===== src/rtl/mpw_pkg.sv =====
package mpw_pkg;

    localparam int DATA_W  = 16;
    localparam int RADDR_W = 3;
    localparam int IMM_W   = 6;
    localparam int OP_W    = 4;

    localparam logic [OP_W-1:0] OPC_RTYPE = 4'd0;
    localparam logic [OP_W-1:0] OPC_LOAD  = 4'd1;
    localparam logic [OP_W-1:0] OPC_STORE = 4'd2;
    localparam logic [OP_W-1:0] OPC_BEQ   = 4'd3;

    typedef logic [DATA_W-1:0] word_t;

    typedef enum logic [3:0] {
        ST_FETCH  = 4'd0,
        ST_DECODE = 4'd1,
        ST_MADDR  = 4'd2,
        ST_MREAD  = 4'd3,
        ST_MWRITE = 4'd5,
        ST_EXEC   = 4'd6,
        ST_BRANCH = 4'd8
    } state_e;

    typedef struct packed {
        logic [OP_W-1:0]    op;
        logic [RADDR_W-1:0] rs;
        logic [RADDR_W-1:0] rt;
        logic [RADDR_W-1:0] rd;
        logic [2:0]         fn;
    } instr_t;

    typedef enum logic [1:0] {
        ASEL_TARGET = 2'd0,
        ASEL_ADDR   = 2'd1,
        ASEL_ROP    = 2'd2
    } alu_src_e;

    typedef struct packed {
        logic     ir_load;
        logic     pc_inc;
        logic     ab_load;
        logic     alu_load;
        alu_src_e alu_src;
        logic     mdr_load;
        logic     mem_write;
        logic     branch_chk;
    } ctrl_t;

    function automatic word_t sext_imm(input logic [IMM_W-1:0] imm);
        return {{(DATA_W-IMM_W){imm[IMM_W-1]}}, imm};
    endfunction

    function automatic word_t alu_eval(input logic [2:0] fn, input word_t a, input word_t b);
        word_t r;
        case (fn)
            3'd0:    r = a + b;
            3'd1:    r = a - b;
            3'd2:    r = a & b;
            3'd3:    r = a | b;
            3'd4:    r = a ^ b;
            3'd5:    r = ~(a | b);
            3'd6:    r = (a < b) ? word_t'(1) : '0;
            default: r = a;
        endcase
        return r;
    endfunction

    function automatic word_t dmem_seed(input int idx);
        return word_t'(idx * 3 + 1);
    endfunction

endpackage


===== src/rtl/mpw_ctrl.sv =====
module mpw_ctrl
    import mpw_pkg::*;
(
    input  logic            clk,
    input  logic            rst,
    input  logic [OP_W-1:0] opcode,
    output state_e          state,
    output ctrl_t           ctrl,
    output logic            pw_we,
    output logic            pw_regdst,
    output logic            pw_mem2reg
);

    state_e nxt;

    always_comb begin
        nxt = ST_FETCH;
        case (state)
            ST_FETCH:  nxt = ST_DECODE;
            ST_DECODE: begin
                if (opcode == OPC_LOAD || opcode == OPC_STORE) nxt = ST_MADDR;
                else if (opcode == OPC_RTYPE)                  nxt = ST_EXEC;
                else if (opcode == OPC_BEQ)                    nxt = ST_BRANCH;
                else                                           nxt = ST_FETCH;
            end
            ST_MADDR:  nxt = (opcode == OPC_LOAD) ? ST_MREAD : ST_MWRITE;
            default:   nxt = ST_FETCH;
        endcase
    end

    always_ff @(posedge clk) begin
        if (rst) state <= ST_FETCH;
        else     state <= nxt;
    end

    // Write controls captured on the cycle leaving the last state of a
    // load or R-type; reloaded every cycle so nothing lingers.
    always_ff @(posedge clk) begin
        if (rst) begin
            pw_we      <= 1'b0;
            pw_regdst  <= 1'b0;
            pw_mem2reg <= 1'b0;
        end else begin
            pw_we      <= (state == ST_MREAD) || (state == ST_EXEC);
            pw_regdst  <= (state == ST_EXEC);
            pw_mem2reg <= (state == ST_MREAD);
        end
    end

    always_comb begin
        ctrl = '0;
        case (state)
            ST_FETCH: begin
                ctrl.ir_load = 1'b1;
                ctrl.pc_inc  = 1'b1;
            end
            ST_DECODE: begin
                ctrl.ab_load  = 1'b1;
                ctrl.alu_load = 1'b1;
                ctrl.alu_src  = ASEL_TARGET;
            end
            ST_MADDR: begin
                ctrl.alu_load = 1'b1;
                ctrl.alu_src  = ASEL_ADDR;
            end
            ST_MREAD:  ctrl.mdr_load  = 1'b1;
            ST_MWRITE: ctrl.mem_write = 1'b1;
            ST_EXEC: begin
                ctrl.alu_load = 1'b1;
                ctrl.alu_src  = ASEL_ROP;
            end
            ST_BRANCH: ctrl.branch_chk = 1'b1;
            default:   ctrl = '0;
        endcase
    end

    a_r4_pw_fetch_only: assert property (@(posedge clk) disable iff (rst)
        pw_we |-> state == ST_FETCH);

    a_r4_pw_follows_last: assert property (@(posedge clk) disable iff (rst)
        (state == ST_MREAD || state == ST_EXEC) |=> pw_we);

    a_r5_no_pw_sw_beq: assert property (@(posedge clk) disable iff (rst)
        (state == ST_MWRITE || state == ST_BRANCH) |=> !pw_we);

    a_r1_load_posts_mdr: assert property (@(posedge clk) disable iff (rst)
        (state == ST_MREAD) |=> (state == ST_FETCH && pw_mem2reg && !pw_regdst));

    a_r2_rtype_posts_alu: assert property (@(posedge clk) disable iff (rst)
        (state == ST_EXEC) |=> (state == ST_FETCH && pw_regdst && !pw_mem2reg));

    a_r7_bad_op_returns: assert property (@(posedge clk) disable iff (rst)
        (state == ST_DECODE && opcode > OPC_BEQ) |=> (state == ST_FETCH));

endmodule


===== src/rtl/mpw_regfile.sv =====
module mpw_regfile
    import mpw_pkg::*;
#(
    parameter int AW = RADDR_W
) (
    input  logic          clk,
    input  logic          rst,
    input  logic          we,
    input  logic [AW-1:0] waddr,
    input  word_t         wdata,
    input  logic [AW-1:0] ra1,
    output word_t         rd1,
    input  logic [AW-1:0] ra2,
    output word_t         rd2,
    input  logic [AW-1:0] ra3,
    output word_t         rd3
);

    localparam int NREGS = 1 << AW;

    word_t regs [NREGS];

    always_ff @(posedge clk) begin
        if (rst) begin
            for (int i = 0; i < NREGS; i++) regs[i] <= '0;
        end else if (we && waddr != '0) begin
            regs[waddr] <= wdata;
        end
    end

    assign rd1 = regs[ra1];
    assign rd2 = regs[ra2];
    assign rd3 = regs[ra3];

    a_r3_write_lands: assert property (@(posedge clk) disable iff (rst)
        (we && waddr != '0) |=> regs[$past(waddr)] == $past(wdata));

    a_r6_zero_reg_reads_zero: assert property (@(posedge clk) disable iff (rst)
        (ra1 == '0) |-> rd1 == '0);

endmodule


===== src/rtl/mpw_dmem.sv =====
module mpw_dmem
    import mpw_pkg::*;
#(
    parameter int AW = 4
) (
    input  logic          clk,
    input  logic          rst,
    input  logic          we,
    input  logic [AW-1:0] addr,
    input  word_t         wdata,
    output word_t         rdata
);

    localparam int DEPTH = 1 << AW;

    word_t mem [DEPTH];

    always_ff @(posedge clk) begin
        if (rst) begin
            for (int i = 0; i < DEPTH; i++) mem[i] <= dmem_seed(i);
        end else if (we) begin
            mem[addr] <= wdata;
        end
    end

    assign rdata = mem[addr];

endmodule


===== src/rtl/mpw_core.sv =====
module mpw_core
    import mpw_pkg::*;
#(
    parameter int PC_W    = 8,
    parameter int DMEM_AW = 4
) (
    input  logic               clk,
    input  logic               rst,
    input  logic [15:0]        instr_i,
    output logic [PC_W-1:0]    pc_o,
    output logic [3:0]         state_o,
    output logic               pw_we_o,
    output logic [RADDR_W-1:0] pw_addr_o,
    output logic [DATA_W-1:0]  pw_data_o,
    input  logic [RADDR_W-1:0] peek_addr_i,
    output logic [DATA_W-1:0]  peek_data_o
);

    localparam int PC_PAD = DATA_W - PC_W;

    state_e    state;
    ctrl_t     ctrl;
    logic      pw_we, pw_regdst, pw_mem2reg;

    logic [PC_W-1:0] pc;
    instr_t          ir;
    word_t           a_q, b_q, mdr, aluout;
    word_t           rf_a, rf_b, alu_res, dm_rdata, wb_data;
    logic [RADDR_W-1:0] wb_addr;
    logic [IMM_W-1:0]   imm;

    assign imm = {ir.rd, ir.fn};

    mpw_ctrl u_ctrl (
        .clk        (clk),
        .rst        (rst),
        .opcode     (ir.op),
        .state      (state),
        .ctrl       (ctrl),
        .pw_we      (pw_we),
        .pw_regdst  (pw_regdst),
        .pw_mem2reg (pw_mem2reg)
    );

    // Posted write: destination and data come from registers that still
    // hold the previous instruction during this fetch.
    assign wb_addr = pw_regdst  ? ir.rd : ir.rt;
    assign wb_data = pw_mem2reg ? mdr   : aluout;

    mpw_regfile #(.AW(RADDR_W)) u_rf (
        .clk   (clk),
        .rst   (rst),
        .we    (pw_we),
        .waddr (wb_addr),
        .wdata (wb_data),
        .ra1   (ir.rs),
        .rd1   (rf_a),
        .ra2   (ir.rt),
        .rd2   (rf_b),
        .ra3   (peek_addr_i),
        .rd3   (peek_data_o)
    );

    mpw_dmem #(.AW(DMEM_AW)) u_dmem (
        .clk   (clk),
        .rst   (rst),
        .we    (ctrl.mem_write),
        .addr  (aluout[DMEM_AW-1:0]),
        .wdata (b_q),
        .rdata (dm_rdata)
    );

    always_comb begin
        case (ctrl.alu_src)
            ASEL_TARGET: alu_res = {{PC_PAD{1'b0}}, pc} + sext_imm(imm);
            ASEL_ADDR:   alu_res = a_q + sext_imm(imm);
            ASEL_ROP:    alu_res = alu_eval(ir.fn, a_q, b_q);
            default:     alu_res = '0;
        endcase
    end

    always_ff @(posedge clk) begin
        if (rst) begin
            pc     <= '0;
            ir     <= '0;
            a_q    <= '0;
            b_q    <= '0;
            mdr    <= '0;
            aluout <= '0;
        end else begin
            if (ctrl.ir_load) ir <= instr_t'(instr_i);
            if (ctrl.pc_inc)
                pc <= pc + PC_W'(1);
            else if (ctrl.branch_chk && a_q == b_q)
                pc <= aluout[PC_W-1:0];
            if (ctrl.ab_load) begin
                a_q <= rf_a;
                b_q <= rf_b;
            end
            if (ctrl.alu_load) aluout <= alu_res;
            if (ctrl.mdr_load) mdr    <= dm_rdata;
        end
    end

    assign pc_o      = pc;
    assign state_o   = state;
    assign pw_we_o   = pw_we;
    assign pw_addr_o = wb_addr;
    assign pw_data_o = wb_data;

    a_r5_beq_target: assert property (@(posedge clk) disable iff (rst)
        (state == ST_BRANCH && a_q == b_q) |=> pc == $past(aluout[PC_W-1:0]));

    a_r5_beq_falls_through: assert property (@(posedge clk) disable iff (rst)
        (state == ST_BRANCH && a_q != b_q) |=> $stable(pc));

    a_r3_ir_held_during_post: assert property (@(posedge clk) disable iff (rst)
        (state == ST_MREAD || state == ST_EXEC) |=> $stable(ir));

endmodule


===== config.mk =====
export PLATFORM = sky130hd
export DESIGN_NAME = mpw_core
export DESIGN_NICKNAME = d
export VERILOG_FILES = /design/src/rtl/mpw_pkg.sv /design/src/rtl/mpw_ctrl.sv /design/src/rtl/mpw_regfile.sv /design/src/rtl/mpw_dmem.sv /design/src/rtl/mpw_core.sv
export SDC_FILE = /design/constraint.sdc
export NUM_CORES = 1
export LEC_CHECK = 0
export ABC_AREA = 1
export BUFFER_PORTS_ARGS = -buffer_cell sky130_fd_sc_hd__buf_4
export CAP_MARGIN = 10
export CORE_MARGIN = 1
export CORE_UTILIZATION = 35
export CTS_CLUSTER_DIAMETER = 100
export DETAILED_ROUTE_END_ITERATION = 10
export GPL_ROUTABILITY_DRIVEN = 1
export MAX_ROUTING_LAYER = met4
export PLACE_DENSITY = 0.57
export SLEW_MARGIN = 0
export SYNTH_ARGS = -nofsm -noshare
export SYNTH_HDL_FRONTEND = slang
export SYNTH_SLANG_ARGS = --single-unit

===== constraint.sdc =====
create_clock -name clk -period 4.8 [get_ports clk]
set_input_delay 0.48 -clock clk [delete_from_list [all_inputs] [get_ports clk]]
set_output_delay 0.48 -clock clk [all_outputs]
set_load 0.01 [all_outputs]

==> metrics, run 1 <==
status complete, but fails checks; failing checks design-rule violations; first-pass GRT wire length approximately 140 mm; Slew Limit Fails 0; Clock Latency Late Sink 0.64 ns; Horiz. Die Dim 277 um; Die ar. 76700 sq um; H-tree Lvls 2; setup_tns 0 ns; Via-to-Cell Ratio roughly 5.6; Synth top area share 43.6%; Cell Chain, Critical Path buf_4 -> o21ai_1 -> buf_4 -> inv_1 -> buf_4; WL/cell approximately 24 um; RePlAce Congestion between 1 and 1.5; CTS tree built; Unique masters post-synth 50; row cnt 100; DP Worst Slack around 1.5 ns; Fin Hold WS 0.0913 ns; Cell Pwr Density about 440 nW/um^2; Int Pwr just over 8 mW; syn_area_per_cell roughly 8.4 sq um; clk_skew 0.0409 ns; Worst-Margin Slew 1.13 ns; CP max stage delay approximately 0.8 ns; Tcrit/Tclk final between 70% and 80%; # fillers about 7500; # DRC 1; Resized Gates After CTS 0; Core Area 74700 sq um; CP most frequent cell buf_4; endpoints failing hold 0; Psw ~5 mW; Worst Reg-to-Reg Cells 7; clock power share between 30% and 40%; Detailed Routing Iterations Pass 1 8; flop2flop setup slack approximately 1.5 ns; Synth Warn # 0; I/O pins 69; Gate power share about 29%; Hold Crit Depth 3; Leak between 10 and 15 nW; switching portion of total power 38.0%; final setup margin 1.44 ns; r2r endpoint u_rf.regs[2][2]$_SDFFCE_PN0P_; Hold Path End ir[6]$_SDFFE_PP0P_; GRT Residual Overflow 0; Die H roughly 280 um; CTS root buffer clkbuf_16; Final Setup Violations 0; Global Route Usage Sum 25.8%; largest net degree at the start of global routing 97; Detailed Route WL 99.0 mm; number of setup buffers added after CTS 0; Flop pwr share approximately two fifths; share of cells above drive strength 1 between 8 and 9%; Slew HR roughly 24%; post-cts hold buffer count 0; number of global-route vias before repair 21400; CP Data Required Time roughly 4.3 ns; Clock Sinks between 400 and 500; via count ~23000; Worst path slowest cell buf_4; Critical Path AT 2.88 ns; IO buf count 68; Startpoint Class register; post-synthesis cell area ~26000 sq um; max cap viols 0; top post-synthesis cells by area edfxtp_1 (44%), dfxtp_1 (7.2%), nor2_1 (6.3%); sequential area share after synthesis around half; synthesized flop and latch total roughly 480; Gate Count Post-Synth between 3000 and 4000; clock buffer depth 3; HPWL after DPL approximately 66 mm; Peak Freq around 300 MHz; path type of the worst setup path register to primary output; Initial Util between 30% and 40%; DR iter-0 viols around 2900; initial antenna violation count 1; worst reg2reg startpoint imm[5]$_SDFFE_PP0P_; worst-path maximum fanout 78; hold path startpoint instr_i[6]; Tmin final between 3 and 4 ns; Layout Nets around 3200; Area Growth Syn to Fin 11.6%; VDD IR max 0.315 mV; area leader, netlist edfxtp_1; Worst Setup End Kind primary output; RSZ-0062 raised after global routing no; Reg clk slew, reported paths 0.06 ns; Final ANT Viol Nets 0; HP Class primary input to register; CTS Buf Count 55
-- stage by stage --
stage	total power, mW	instance area (sq um)	util (%)	std cells
3_5_place_dp	8.91	27700	37.1	4042
5_1_grt	13.6	29500	39.5	4147
2_1_floorplan	7.32	26500	-	3163
3_3_place_gp	8.91	27700	37.1	4042
4_1_cts	13.1	29500	39.5	4146
6_report	13.1	29500	39.5	4147
-- cells in the mapped netlist (all sizes together) --
master,n
edfxtp,384
nand2,433
xor2,2
clkbuf,131
a31o,1
o211ai,27
o21bai,5
ha,74
nor2,462
and2,1
a22oi,65
or2,4
xnor2,1
inv,274
nand4,14
a31oi,63
dfxtp,95
nor3,29
a41oi,4
o2bb2ai,1
a221oi,4
o221ai,4
fa,4
o31ai,1
a21o,3
o22ai,28
nand3b,3
buf,77
o21ai,345
clkinv,22
o211a,3
nor3b,1
nand3,253
conb,1
a21oi,322
nor4,2
a211oi,5
-- worst max path at each step --
stage                                         end                    from  slack (ns)  depth (start not counted)
floorplan           u_rf.regs[2][0]$_SDFFCE_PN0P_     imm[5]$_SDFFE_PP0P_        2.50                          8
global route                         pw_data_o[1]  aluout[1]$_SDFFE_PP0P_        1.25                          5
detailed placement  u_rf.regs[2][8]$_SDFFCE_PN0P_     imm[5]$_SDFFE_PP0P_        1.55                          7
finish                               pw_data_o[1]  aluout[1]$_SDFFE_PP0P_        1.44                          5
global placement    u_rf.regs[2][8]$_SDFFCE_PN0P_     imm[5]$_SDFFE_PP0P_        1.57                          7
CTS                                  pw_data_o[1]  aluout[1]$_SDFFE_PP0P_        1.43                          5
-- cell type report --
cell class | count | area [sq um] | share of cell area (%)
flip-flops and latches | 479 | 13400 | 45.5
multi-input cells | 2180 | 11100 | 37.5
clock buffers | 78 | 1560 | 5.27
well taps | 969 | 1210 | 4.11
inverters | 296 | 1110 | 3.77
repair buffers | 118 | 898 | 3.04
clock inverters | 26 | 240 | 0.813
diodes | 1 | 2.50 | 0.00847
-- cell families after synthesis --
kind of cell,synth area share (%)
adders and majority gates,3.80
other,0.0142
and+or+nand+nor,19.2
AOI/OAI and AO/OA,18.3
buffers and inverters,7.77
xor gates and xnor gates,0.0993
DFF,50.7
-- placed cells by master (no fill, tap or decap), types with 5 or more instances in the layout --
cell type and count:
nor2_1 442, nand2_1 427, edfxtp_1 384, o21ai_0 324, a21oi_1 322, nand3_1 249
inv_1 248, buf_4 117, dfxtp_1 89, ha_1 74, a22oi_1 65, a31oi_1 63
clkbuf_16 57, nor3_1 28, o22ai_1 28, o211ai_1 27, clkinv_1 26, inv_2 26
o21ai_1 21, clkbuf_1 16, conb_1 16, nand4_1 14, nor2_4 13, clkinv_2 9
nor2_2 7, nand2_2 5, a211oi_1 5, o21bai_1 5, clkinvlp_4 5, clkbuf_8 5
-- registers in the layout (all words and copies together), names as in the netlist --
register           count
u_ctrl.pw_mem2reg      1
a_q                   16
aluout                16
u_dmem.mem           256
pc_o                   8
u_ctrl.state           4
u_rf.regs            128
ir                    10
b_q                   16
mdr                   16
imm                    6
u_ctrl.pw_we           1
u_ctrl.pw_regdst       1
-- routing by layer --
metal / up-vias / track usage (%) / wire length, um
met5: - / - / 0
met4: 0 / 8.52 / 3420
met3: 183 / 3.45 / 8030
met2: 1034 / 38.4 / 43600
met1: 11300 / 36.1 / 43900
li1: 10900 / - / -
-- power by group through the flow --
stage	Clock (mW)	Sequential, mW	Combinational (mW)
after global placement	0	5.18	3.73
after floorplan	0	4.93	2.39
after CTS	4.25	5.10	3.74
final	4.21	5.11	3.81
after detailed placement	0	5.19	3.72
after global routing	4.40	5.14	4.10
-- critical path, delay by kind of cell (launching register included) --
family	cells	cell delay [ns]
buffers and inverters	4	1.25
flip-flops	1	0.79
AO/OA/AOI/OAI	1	0.17
No activity file was read; power rests on OpenSTA's default activity.
==> inputs of run 2 (changes only) <==
Clock period 4.8 ns to 3.2 ns, I/O delays scaled along.
==> run 2 against run 1 <==
Against the previous run: the run now ends clean; register-to-register slack got worse by 1.1 ns; clock skew shrank 0.00089 ns; sequential power rose by 47%; sequential cell count unchanged; sequential share of layout area decreased by 1.4 points; largest cell class unchanged.
==> metrics, run 2 (synthesis results as in run 1) <==
status completed; GRT busiest layer met2; clk_skew 0.0400 ns (-0.000889 ns); Global Route Usage Sum 25.5% (-0.31 points); met2 Use GR 37.8% (-0.58 points); setup_tns 0 ns (unchanged); commonest non-fill, non-tap cells in the layout nor2_1 (442), nand2_1 (427), edfxtp_1 (384); Worst Setup End Kind primary output; HPWL after DPL 68.7 mm (+3.8%); Final Setup Violations 0 (unchanged); post-route cell area 30400 sq um (+3.1%); delay-heaviest family, CP buffers and inverters; Via-to-Cell Ratio 5.55 (-1.7%); Clock Sinks 479 (unchanged); Slew Limit Fails 0 (unchanged); Critical Path AT 2.49 ns (-0.39 ns); row cnt 100 (unchanged); Largest Register u_dmem.mem; clock power share 32.9% (+0.9 points); Gate power share 29.7% (+0.7 points); worst-path maximum fanout 61 (-22%); CP most frequent cell buf_4; CTS root buffer clkbuf_16; Psw 7.41 mW (+48%); DR iter-0 viols 2980 (+3.4%); switching portion of total power 37.0% (-1.1 points); Reg clk slew, reported paths 0.06 ns (about the same); initial antenna violation count 0 (-1); VDD IR max 0.461 mV (+46%); I/O pins 69 (unchanged); Cell Chain, Critical Path buf_4 -> o21ai_1 -> buf_4 -> inv_1 -> buf_4; max FFs per register 256 (unchanged); Tcrit/Tclk final just under 90%; RePlAce Congestion 1.01 (-1.7%); most common cell after layout, fill and taps aside nor2_1; Peak Freq roughly 360 MHz; CTS tree built; Regs by FF count u_dmem.mem x256, u_rf.regs x128; first-pass GRT wire length 143 mm (-0.48%); CTS Buf Count 54 (-1.8%); Detailed Routing Iterations Pass 1 6 (-2); Core Area 74700 sq um (unchanged); Clock Latency Late Sink 0.64 ns (about the same); clock buffer depth 3 (unchanged); Flop pwr share 37.4% (-1.6 points); Slew HR 34.4% (+10 points); met1 Use GR 34.8% (-1.3 points); # DRC 0 (-1); Final ANT Viol Nets 0 (unchanged); CP bufs+invs 4 (unchanged); Startpoint Class register; CP Data Required Time 2.88 ns (-1.44 ns); Worst-Margin Slew 0.977 ns (-0.157 ns); CP max stage delay 0.69 ns (-0.11 ns); share of cells above drive strength 1 11.1% (+2.6 points); GRT Residual Overflow 0 (unchanged); Leak 11.6 nW (+4.8%); placed inst area 28400 sq um (+2.6%); number of global-route vias before repair 21800 (+1.5%); Die ar. 76700 sq um (unchanged); Initial Util 35.4% (unchanged); Detailed Route WL 97.7 mm (-1.3%); via count 23500 (+0.48%); Int Pwr 12.6 mW (+55%); RSZ-0062 raised after global routing no; Worst path slowest cell buf_4; Horiz. Die Dim 277 um (unchanged); endpoints failing hold 0 (unchanged); WL/cell 23.0 um (-3.5%); largest net degree at the start of global routing 84 (-13%); diode count 0 (-1); Layout Nets 3323 (+2.9%); fin util 40.8% (+1.2 points); IO buf count 68 (unchanged); H-tree Lvls 2 (unchanged); Area Growth Syn to Fin 15.0%; met3 Resource Use GR 5.28% (+1.8 points); Cell Pwr Density 658 nW/um^2 (+48%); Tmin final approximately 2.8 ns; Die H 277 um (unchanged); max cap viols 0 (unchanged); path type of the worst setup path register to primary output; HP Class primary input to register
-- run 2: changes by cell type in the layout (fill, tap and decap cells not counted), sizes merged --
cell / change
buf: +84
bufinv: +4
clkbuf: -7
clkinv: +1
clkinvlp: -1
diode: -1
dlygate4sd3: +11
inv: +1
-- run 2: area by class of cell --
cell class | instances | area [sq um]
fill | 7490 | 44300
clock buffer | 71 | 1510
sequential | 479 | 13400
clock inverter | 31 | 379
inverter | 296 | 1110
tap | 969 | 1210
multi-input combinational | 2180 | 11100
timing repair buffer | 213 | 1710
-- run 2: repair_timing --
item,4_1_cts,5_1_grt
gates resized for setup,0,0
hold buffers,11,0
endpoints found under the hold margin,11,0
setup buffers,0,0
-- run 2: per-stage QoR --
stage          hold slack, ns  total power, mW  instances  worst slack [ns]
3_5_place_dp            0.475             13.4       4126             0.445
3_3_place_gp            0.470             13.4       4126             0.397
6_report               0.0102             20.0       4239             0.389
2_1_floorplan           0.449             11.0       3163             0.904
4_1_cts               0.00209             20.0       4239             0.391
5_1_grt                0.0329             20.9       4239             0.239
-- run 2: power groups by stage --
stage / clock network [mW] / registers (mW) / logic [mW]
after floorplan: 0 / 7.39 / 3.59
after detailed placement: 0 / 7.62 / 5.80
after global routing: 6.91 / 7.54 / 6.44
final: 6.59 / 7.50 / 5.96
after CTS: 6.67 / 7.49 / 5.84
after global placement: 0 / 7.62 / 5.82
-- run 2: routing by layer --
metal | share of wire (%) | up-vias | wire length [um]
met4 | 3.0 | 0 | 2930
met3 | 9.2 | 150 | 8940
met2 | 44 | 1063 | 43400
met1 | 43 | 11300 | 42400
met5 | 0 | - | 0
li1 | - | 11000 | -
-- run 2: path summary, 6_finish.rpt --
| check | slack [ns] | cells after the start | endpoint | start |
|---|---|---|---|---|
| worst max register to register | 0.40 | 9 | pc_o[6]$_SDFFE_PP0P_ | a_q[1]$_SDFFE_PP0P_ |
| worst min-delay path | 0.01 | 3 | imm[5]$_SDFFE_PP0P_ | instr_i[5] |
| worst min register to register | 0.49 | 2 | ir[15]$_SDFFE_PP0P_ | ir[15]$_SDFFE_PP0P_ |
| worst max-delay path | 0.39 | 5 | pw_data_o[0] | aluout[0]$_SDFFE_PP0P_ |
-- run 2: tightest hold or removal path: stages --
cell	delay, ns
buf_4	0.08
o21ai_0	0.09
a21oi_1	0.12
==> inputs of run 3 (changes only) <==
Settings changed: CORE_MARGIN 1 to 2, CORE_UTILIZATION 35 to 45, PLACE_DENSITY 0.57 to 0.68, TNS_END_PERCENT set to 10.
==> run 3 against run 2 <==
Against the previous run: combinational power fell by 0.8%; sequential cell count did not move; hold slack got worse by 0.00067 ns; sequential share of layout area rose by 0.77 points; clock skew fell by 0.013 ns; design area fell by 1.7%; final cell count fell by 5.2%; die area fell by 21%; largest cell class unchanged.
==> metrics, run 3 (synthesis results as in run 1) <==
Startpoint Class register; H-tree Lvls 2 (unchanged); worst-path maximum fanout 20 (-67%); final setup margin 0.467 ns (+0.0773 ns); DR iter-0 viols 3406 (+14%); GRT Residual Overflow 0 (unchanged); Flop pwr share 37.9% (+0.5 points); Die H 247 um (-11%); Area Growth Syn to Fin 13.1%; Hold Crit Depth 3 (unchanged); via count 24000 (+2.0%); Cell Pwr Density 659 nW/um^2 (about the same); Tmin final 2.73 ns (-0.0773 ns); # fillers 5512 (-26%); switching portion of total power 36.7% (-0.23 points); endpoints failing hold 0 (unchanged); commonest non-fill, non-tap cells in the layout nor2_1 (442), nand2_1 (428), edfxtp_1 (384); largest net degree at the start of global routing 130 (+55%); VDD IR max 0.491 mV (+6.6%); CTS tree built; Reg clk slew, reported paths 0.06 ns (about the same); RSZ-0062 raised after global routing no; CTS root buffer clkbuf_16; Detailed Route WL 92.6 mm (-5.1%); CTS Buf Count 52 (-3.7%); Horiz. Die Dim 247 um (-11%); CP Data Required Time 2.88 ns (about the same); Core Area 57900 sq um (-22%); Layout Nets 3308 (-0.45%); RePlAce Congestion 1.01 (-0.12%); IO buf count 68 (unchanged); Die ar. 60800 sq um (-21%); max cap viols 0 (unchanged); Global Route Usage Sum 31.0% (+5.5 points); Worst Reg-to-Reg Cells 7 (-2); share of cells above drive strength 1 10.6% (-0.56 points); setup_tns 0 ns (unchanged); Detailed Routing Iterations Pass 1 6 (unchanged); clk_skew 0.0266 ns (-0.0135 ns); Final ANT Viol Nets 0 (unchanged); WL/cell 23.0 um (about the same); HPWL after DPL 63.2 mm (-8.0%); Regs by FF count u_dmem.mem x256, u_rf.regs x128; Psw 7.24 mW (-2.3%); status completed; Leak 11.5 nW (-0.99%); path type of the worst setup path register to primary output; Initial Util 45.7% (+10 points); row cnt 88 (-12%); Clock Sinks 479 (unchanged); Int Pwr 12.5 mW (-1.3%); Tcrit/Tclk final 85.4% (-2.4 points); Clock Latency Late Sink 0.62 ns (-0.02 ns); Gate power share 30.0% (+0.3 points); final non-filler cell total 4019 (-5.2%); Slew Limit Fails 0 (unchanged); Tot Pwr 19.7 mW (-1.7%); flop2flop setup slack 0.54 ns (+0.14 ns); Via-to-Cell Ratio 5.97 (+7.6%); HP Class primary input to register; I/O pins 69 (unchanged); # DRC 0 (unchanged); number of global-route vias before repair 21900 (+0.59%); dpl cells 3914 (-5.1%); clock power share 32.1% (-0.8 points); clock buffer depth 3 (unchanged); Worst-Margin Slew 0.977 ns (-0.000353 ns); Critical Path AT 2.41 ns (-0.08 ns); Final Setup Violations 0 (unchanged); Worst Setup End Kind primary output; placed inst area 28100 sq um (-1.3%); Peak Freq 366 MHz (+2.8%); max FFs per register 256 (unchanged); most common cell after layout, fill and taps aside nor2_1; Largest Register u_dmem.mem; post-route cell area 29900 sq um (-1.7%); first-pass GRT wire length 138 mm (-3.7%); DP Worst Slack 0.604 ns (+0.159 ns); Resized Gates After CTS 0 (unchanged); Slew HR 34.2% (-0.23 points); initial antenna violation count 1 (+1)
## run 3: changes by cell type in the layout (fill, tap and decap cells not counted), sizes merged
| cell | change |
|---|---|
| clkinvlp | -3 |
| clkbuf | -8 |
| buf | -8 |
| diode | +1 |
| bufinv | +2 |
| clkinv | +5 |
| dlygate4sd3 | -5 |
## run 3: worst paths after layout
| check | startpoint | endpoint |
|---|---|---|
| hold reg to reg | ir[14]$_SDFFE_PP0P_ | ir[14]$_SDFFE_PP0P_ |
| setup reg to reg | u_ctrl.state[2]$_SDFF_PP0_ | u_dmem.mem[12][7]$_SDFFCE_PN0P_ |
| hold / removal | instr_i[15] | ir[15]$_SDFFE_PP0P_ |
| setup / recovery | u_ctrl.pw_mem2reg$_SDFF_PP0_ | pw_data_o[7] |
## run 3: through the flow
stage	util, %	hold slack [ns]
after global placement	48.5	0.467
after global routing	51.7	0.0168
final	51.7	0.00950
after CTS	51.7	0.00816
after floorplan	-	0.449
after detailed placement	48.5	0.485
## run 3: power by group through the flow
| stage | clock network [mW] | logic [mW] | registers [mW] |
|---|---|---|---|
| finish | 6.32 | 5.91 | 7.47 |
| global route | 6.59 | 6.36 | 7.50 |
| CTS | 6.36 | 5.72 | 7.45 |
| detailed placement | 0 | 5.69 | 7.58 |
| global placement | 0 | 5.69 | 7.58 |
| floorplan | 0 | 3.59 | 7.39 |
## run 3: layout make-up
type,count,area (sq um),area share (%)
inverters,296,1110,3.72
multi-input cells,2180,11100,37.0
well taps,765,957,3.20
clock buffers,63,1370,4.59
diodes,1,2.50,0.00836
repair buffers,200,1570,5.23
clock inverters,35,407,1.36
flip-flops and latches,479,13400,44.9
## run 3: repair_timing
item | 4_1_cts | 5_1_grt
endpoints found under the hold margin | 6 | 0
hold buffers | 6 | 0
setup buffers | 0 | 0
## run 3: per-layer routing
layer / track usage, % / share of wire (%) / up-vias
li1: - / - / 11000
met1: 43.1 / 41 / 11400
met2: 45.5 / 44 / 1460
met3: 6.19 / 12 / 190
met4: 9.85 / 3.4 / 0
met5: - / 0 / -
## run 3: worst max-delay path: stages, from the launching register on
cell and delay (ns):
dfxtp_1 0.59, buf_4 0.31, nand2_1 0.09, o21ai_1 0.52
inv_1 0.09, buf_4 0.18
